[src/rtl/wdog_pkg.sv]
package wdog_pkg;

  // word index of each register (byte address bits [3:2])
  typedef enum logic [1:0] {
    REG_CMP  = 2'd0,
    REG_EN   = 2'd1,
    REG_CNT  = 2'd2,
    REG_CTRL = 2'd3
  } wdog_reg_e;

  localparam int SRC_N = 3;   // pclk, rtc, ext

endpackage

[src/rtl/wdog_regs.sv]
module wdog_regs
  import wdog_pkg::*;
#(
  parameter int CNT_W  = 16,
  parameter int ADDR_W = 8,
  parameter int CODE_W = 3
) (
  input  logic              clk,
  input  logic              rst,
  input  logic [ADDR_W-1:0] addr_i,
  input  logic              we_i,
  input  logic [CNT_W-1:0]  wdata_i,
  input  logic [CNT_W-1:0]  count_i,
  output logic [CNT_W-1:0]  cmp_o,
  output logic              en_o,
  output logic [SRC_N-1:0]  sel_o,
  output logic [CODE_W-1:0] code_o,
  output logic              cnt_wr_o,
  output logic              ctrl_wr_o,
  output logic [CNT_W-1:0]  rdata_o
);

  localparam int CTRL_W = SRC_N + CODE_W;

  logic [CNT_W-1:0]  cmp_q;
  logic              en_q;
  logic [CTRL_W-1:0] ctrl_q;
  logic              hit;
  wdog_reg_e         idx;

  assign hit = (addr_i[1:0] == 2'b00) && (addr_i[ADDR_W-1:4] == '0);
  assign idx = wdog_reg_e'(addr_i[3:2]);

  assign cnt_wr_o  = we_i && hit && (idx == REG_CNT);
  assign ctrl_wr_o = we_i && hit && (idx == REG_CTRL);

  always_ff @(posedge clk) begin
    if (rst) begin
      cmp_q  <= '0;
      en_q   <= 1'b0;
      ctrl_q <= '0;
    end else if (we_i && hit) begin
      case (idx)
        REG_CMP:  cmp_q  <= wdata_i;
        REG_EN:   en_q   <= wdata_i[0];
        REG_CTRL: ctrl_q <= wdata_i[CTRL_W-1:0];
        default:  ;
      endcase
    end
  end

  always_ff @(posedge clk) begin
    if (rst) begin
      rdata_o <= '0;
    end else if (!hit) begin
      rdata_o <= '0;
    end else begin
      case (idx)
        REG_CMP:  rdata_o <= cmp_q;
        REG_EN:   rdata_o <= {{(CNT_W-1){1'b0}}, en_q};
        REG_CNT:  rdata_o <= count_i;
        default:  rdata_o <= {{(CNT_W-CTRL_W){1'b0}}, ctrl_q};
      endcase
    end
  end

  assign cmp_o  = cmp_q;
  assign en_o   = en_q;
  assign sel_o  = ctrl_q[SRC_N-1:0];
  assign code_o = ctrl_q[CTRL_W-1:SRC_N];

endmodule

[src/rtl/wdog_tick_gen.sv]
module wdog_tick_gen
  import wdog_pkg::*;
#(
  parameter int CODE_W   = 3,
  parameter int MAX_CODE = 5
) (
  input  logic              clk,
  input  logic              rst,
  input  logic [SRC_N-1:0]  src_i,
  input  logic [SRC_N-1:0]  sel_i,
  input  logic [CODE_W-1:0] code_i,
  input  logic              restart_i,
  output logic              tick_o
);

  localparam int PRE_W = 2 * MAX_CODE;

  logic [SRC_N-1:0]  gated;
  logic              src_hit;
  logic [CODE_W-1:0] eff_code;
  logic [PRE_W-1:0]  limit;
  logic [PRE_W-1:0]  phase_q;

  for (genvar g = 0; g < SRC_N; g++) begin : g_gate
    assign gated[g] = sel_i[g] & src_i[g];
  end

  assign src_hit  = ($countones(sel_i) == 1) && (|gated);
  assign eff_code = (code_i > CODE_W'(MAX_CODE)) ? CODE_W'(MAX_CODE) : code_i;
  assign limit    = PRE_W'((32'd1 << (2 * eff_code)) - 32'd1);

  always_ff @(posedge clk) begin
    if (rst || restart_i) begin
      phase_q <= '0;
    end else if (src_hit) begin
      phase_q <= (phase_q == limit) ? '0 : phase_q + 1'b1;
    end
  end

  assign tick_o = src_hit && (phase_q == limit) && !restart_i;

endmodule

[src/rtl/wdog_counter.sv]
module wdog_counter #(
  parameter int CNT_W = 16
) (
  input  logic             clk,
  input  logic             rst,
  input  logic             en_i,
  input  logic             tick_i,
  input  logic             load_i,
  input  logic [CNT_W-1:0] load_val_i,
  input  logic [CNT_W-1:0] cmp_i,
  output logic [CNT_W-1:0] count_o,
  output logic             req_o
);

  logic [CNT_W-1:0] count_q;
  logic             fired_q;
  logic             match;

  assign match = (count_q == cmp_i);

  always_ff @(posedge clk) begin
    if (rst) begin
      count_q <= '0;
      fired_q <= 1'b0;
      req_o   <= 1'b0;
    end else if (load_i) begin
      count_q <= load_val_i;
      fired_q <= 1'b0;
      req_o   <= 1'b0;
    end else begin
      if (en_i && tick_i && !match) begin
        count_q <= count_q + 1'b1;
      end
      req_o   <= en_i && match && !fired_q;
      fired_q <= en_i && match;
    end
  end

  assign count_o = count_q;

endmodule

[src/rtl/wdog_prescaled.sv]
module wdog_prescaled
  import wdog_pkg::*;
#(
  parameter int CNT_W    = 16,
  parameter int ADDR_W   = 8,
  parameter int CODE_W   = 3,
  parameter int MAX_CODE = 5
) (
  input  logic              clk,
  input  logic              rst,
  input  logic              src_pclk_i,
  input  logic              src_rtc_i,
  input  logic              src_ext_i,
  input  logic [ADDR_W-1:0] bus_addr_i,
  input  logic              bus_we_i,
  input  logic [CNT_W-1:0]  bus_wdata_i,
  output logic [CNT_W-1:0]  bus_rdata_o,
  output logic              rst_req_o
);

  logic [CNT_W-1:0]  cmp_w;
  logic [CNT_W-1:0]  count_w;
  logic              en_w;
  logic [SRC_N-1:0]  sel_w;
  logic [CODE_W-1:0] code_w;
  logic              cnt_wr_w;
  logic              ctrl_wr_w;
  logic              tick_w;

  wdog_regs #(.CNT_W(CNT_W), .ADDR_W(ADDR_W), .CODE_W(CODE_W)) u_regs (
    .clk       (clk),
    .rst       (rst),
    .addr_i    (bus_addr_i),
    .we_i      (bus_we_i),
    .wdata_i   (bus_wdata_i),
    .count_i   (count_w),
    .cmp_o     (cmp_w),
    .en_o      (en_w),
    .sel_o     (sel_w),
    .code_o    (code_w),
    .cnt_wr_o  (cnt_wr_w),
    .ctrl_wr_o (ctrl_wr_w),
    .rdata_o   (bus_rdata_o)
  );

  wdog_tick_gen #(.CODE_W(CODE_W), .MAX_CODE(MAX_CODE)) u_tick (
    .clk       (clk),
    .rst       (rst),
    .src_i     ({src_ext_i, src_rtc_i, src_pclk_i}),
    .sel_i     (sel_w),
    .code_i    (code_w),
    .restart_i (cnt_wr_w || ctrl_wr_w || !en_w),
    .tick_o    (tick_w)
  );

  wdog_counter #(.CNT_W(CNT_W)) u_cnt (
    .clk        (clk),
    .rst        (rst),
    .en_i       (en_w),
    .tick_i     (tick_w),
    .load_i     (cnt_wr_w),
    .load_val_i (bus_wdata_i),
    .cmp_i      (cmp_w),
    .count_o    (count_w),
    .req_o      (rst_req_o)
  );

endmodule

[config.mk]
export PLATFORM = sky130hd
export DESIGN_NAME = wdog_prescaled
export DESIGN_NICKNAME = d
export VERILOG_FILES = /design/src/rtl/wdog_pkg.sv /design/src/rtl/wdog_regs.sv /design/src/rtl/wdog_tick_gen.sv /design/src/rtl/wdog_counter.sv /design/src/rtl/wdog_prescaled.sv
export SDC_FILE = /design/constraint.sdc
export NUM_CORES = 1
export LEC_CHECK = 0
export BUFFER_PORTS_ARGS = -buffer_cell sky130_fd_sc_hd__buf_2
export CORE_ASPECT_RATIO = 1.2
export CORE_MARGIN = 4
export CORE_UTILIZATION = 58
export CTS_CLUSTER_DIAMETER = 80
export DETAILED_ROUTE_END_ITERATION = 6
export GPL_TIMING_DRIVEN = 0
export PLACE_DENSITY_LB_ADDON = 0.05
export SLEW_MARGIN = 20
export SYNTH_ARGS = -nofsm -noshare
export SYNTH_HDL_FRONTEND = slang
export SYNTH_SLANG_ARGS = --single-unit
[constraint.sdc]
create_clock -name clk -period 3.45 [get_ports clk]
set_input_delay 0.345 -clock clk [delete_from_list [all_inputs] [get_ports clk]]
set_output_delay 0.345 -clock clk [all_outputs]
set_load 0.05 [all_outputs]
==> metrics <==
antenna-violating nets left=0; Power per Cell Area=358.9 nW/um^2; top post-synthesis cells by area=dfxtp_1 38%, mux2i_1 12%, nor2_1 7.1%; Total Routing Usage GR=0.2492; fmax=~330 MHz; final hold vios=0; Antenna Cells=0; CP Max Fanout=8; crit share post-route=0.8734; dominant cell type by area after synthesis=dfxtp_1; CP max stage delay=600 ps; DR WL/cell=around 16 microns; worst clock skew=6.449 ps; via count=slightly above 3000; total power=around 1.4 mW; Yosys top cell area share=0.3788; PortBufs=46; peak supply drop=about 0.27 mV; vias in the first global route=between 2000 and 3000; total CTS buffers=9; Yosys Warn Count=0; drt drc=0; setup TNS=0 ps; max_cap viols=0; antenna violations before repair=0; CP Launch Type=register; DIE WIDTH=roughly 79 microns; Post-Syn Instances=400; number of flops mapped to enable cells by yosys=0; clock buffer depth=2; Slew Viols, Final=0; io pins=between 40 and 50; Hold WC Path Type=in2reg; Core Area=between 5000 and 6000 sq um; synthesized area=~3500 sq um; Period minus WS final=between 3000 and 4000 ps; GR Overflow Total=0; DR vias/cell=approximately 5.7; Async S/R FF share, synth=0; slowest cell on the critical path=nor4_4; endpoint type of the worst setup path=register; hpwl dp=~6500 microns; Top FF cell, synth=dfxtp_1; Crit path max-delay family=simple AND/OR/NAND/NOR gates; clk sink count=between 60 and 70; Post-CTS Hold Buffers=0; FF-to-FF path depth=7; RSZ-0062 raised after global routing=no; Setup Crit Path Kind=reg2reg; crit-path cells=inv_1 -> fa_1 -> nor4b_4 -> o211ai_4 -> nor4_4 -> a311oi_1 -> nor4_2; chip height=just over 90 microns; clk root buf=clkbuf_8; Seq cells post-synth=67; NumNets Final=between 400 and 500; Pre-Repair DR Iteration Count=6; gpl congestion=roughly 0.96; clock transition at the registers of the reported paths=~70 ps; fraction of layout cells with a size suffix above 1=0.1696; Routed WL=8607 microns; Seq/Total Area, Yosys=0.3788; Max-slew headroom=0.3200; Avg Inst Size Synth=8.852 sq um; Syn-to-layout area delta=14.03%; Starting Density=0.6126; Least-Margin Pin Slew=around 1000 ps; insertion delay to the later sink of the worst-skew pair=between 300 and 400 ps; global-route wire length before repair=about 14000 microns; die area=between 7000 and 8000 sq um; FP Rows=30; Synth Net Count=436; CTS tree=done; CP arrival=between 3000 and 4000 ps; CP Buf/Inv Count=1; Critical Path Stages=7; Leak Pwr=between 1.5 and 2 nW; post-synth cell types=55; H-tree depth=3; post-CTS setup buffers=0; post-CTS sizing=0; Setup violations, final=0; status=finished clean; most common library cells after synthesis=67 x dfxtp_1, 67 x nor2_1, 43 x mux2i_1, 23 x nand2_1, 23 x nand3_1; worst hold stages=3; Worst EP required=roughly 3700 ps; initial DRC count=roughly 160; largest net degree at the start of global routing=11
[through the flow]
| step | instances | area, sq um | util | hold WS (ps) | setup slack, ps |
|---|---|---|---|---|---|
| floorplan | 400 | 3541 | - | 367.4 | 810.2 |
| global placement | 526 | 3871 | 0.6697 | 383.2 | 401.3 |
| detailed placement | 526 | 3871 | 0.6697 | 390.2 | 427.0 |
| CTS | 540 | 4038 | 0.6985 | 222.6 | 399.4 |
| global route | 540 | 4038 | 0.6985 | 237.3 | 240.6 |
| finish | 540 | 4038 | 0.6985 | 233.6 | 436.7 |
[sequential cells by signal, summed over array words and instances (netlist names)]
name            cells
u_regs.ctrl_q       6
u_regs.rdata_o     16
u_cnt.fired_q       1
u_regs.en_o         1
u_cnt.req_o         1
u_regs.cmp_o       16
u_tick.phase_q     10
u_cnt.count_o      16
[final timing paths]
check | end | slack [ps] | from
max reg2reg | u_cnt.count_o[11]$_SDFFE_PP0P_ | 440 | u_regs.ctrl_q[0]$_SDFFE_PP0P_
max | u_cnt.count_o[11]$_SDFFE_PP0P_ | 440 | u_regs.ctrl_q[0]$_SDFFE_PP0P_
min reg2reg | u_cnt.req_o$_SDFF_PP0_ | 400 | u_cnt.fired_q$_SDFF_PP0_
min | u_cnt.count_o[14]$_SDFFE_PP0P_ | 230 | bus_wdata_i[14]
[metal layers]
metal | wire [microns] | track usage | vias to the layer above
li1 | - | - | 1526
met1 | 3647 | 0.3087 | 1412
met2 | 4052 | 0.4115 | 130
met3 | 666 | 0.05973 | 25
met4 | 242 | 0.1046 | 0
met5 | 0 | 0 | -
[report_power, final]
group | switching, mW | total, mW | internal [mW]
clock | 0.278 | 0.567 | 0.288
combinational | 0.0650 | 0.100 | 0.0351
sequential | 0.00432 | 0.782 | 0.778
[worst register-to-register path, delay by kind of cell, from the launching register on]
kind | cells | cell delay (ps)
compound gates | 2 | 460
fa+ha+maj | 1 | 540
buf+inv | 1 | 90
flops | 1 | 420
simple gates | 3 | 1420
[cell usage in the layout (no fill, tap or decap), drive strengths merged, types with 4 or more instances in the layout]
cell type,synthesis,layout
a211oi,4,4
a21oi,15,15
and2,5,5
and3,10,10
buf,4,50
clkbuf,22,33
dfxtp,67,67
ha,5,5
inv,7,7
mux2i,43,43
nand2,23,23
nand3,23,23
nand4,10,10
nor2,67,67
nor3,8,8
nor4,10,10
o21ai,6,6
xnor2,20,20
xor2,7,7
[cell families (layout without fill, tap and decap cells)]
family | Yosys count | count (layout) | synth area share
buffers and inverters | 33 | 93 | 0.03534
adders and majority gates | 6 | 6 | 0.02332
muxes | 46 | 46 | 0.1343
and+or+nand+nor | 176 | 176 | 0.2647
AOI/OAI and AO/OA | 45 | 45 | 0.09683
DFF | 67 | 67 | 0.3788
xor gates and xnor gates | 27 | 27 | 0.06679
[final cells by class]
type,count,area (sq um)
repair buffers,46,230.2
fillers,497,1743
multi-input cells,300,2074
clock buffers,11,151.4
clock inverters,3,15.01
well taps,80,100.1
plain buffers,26,98.84
flip-flops and latches,67,1341
inverters,7,26.28
Note: power is estimated with default switching activity, not from simulation.
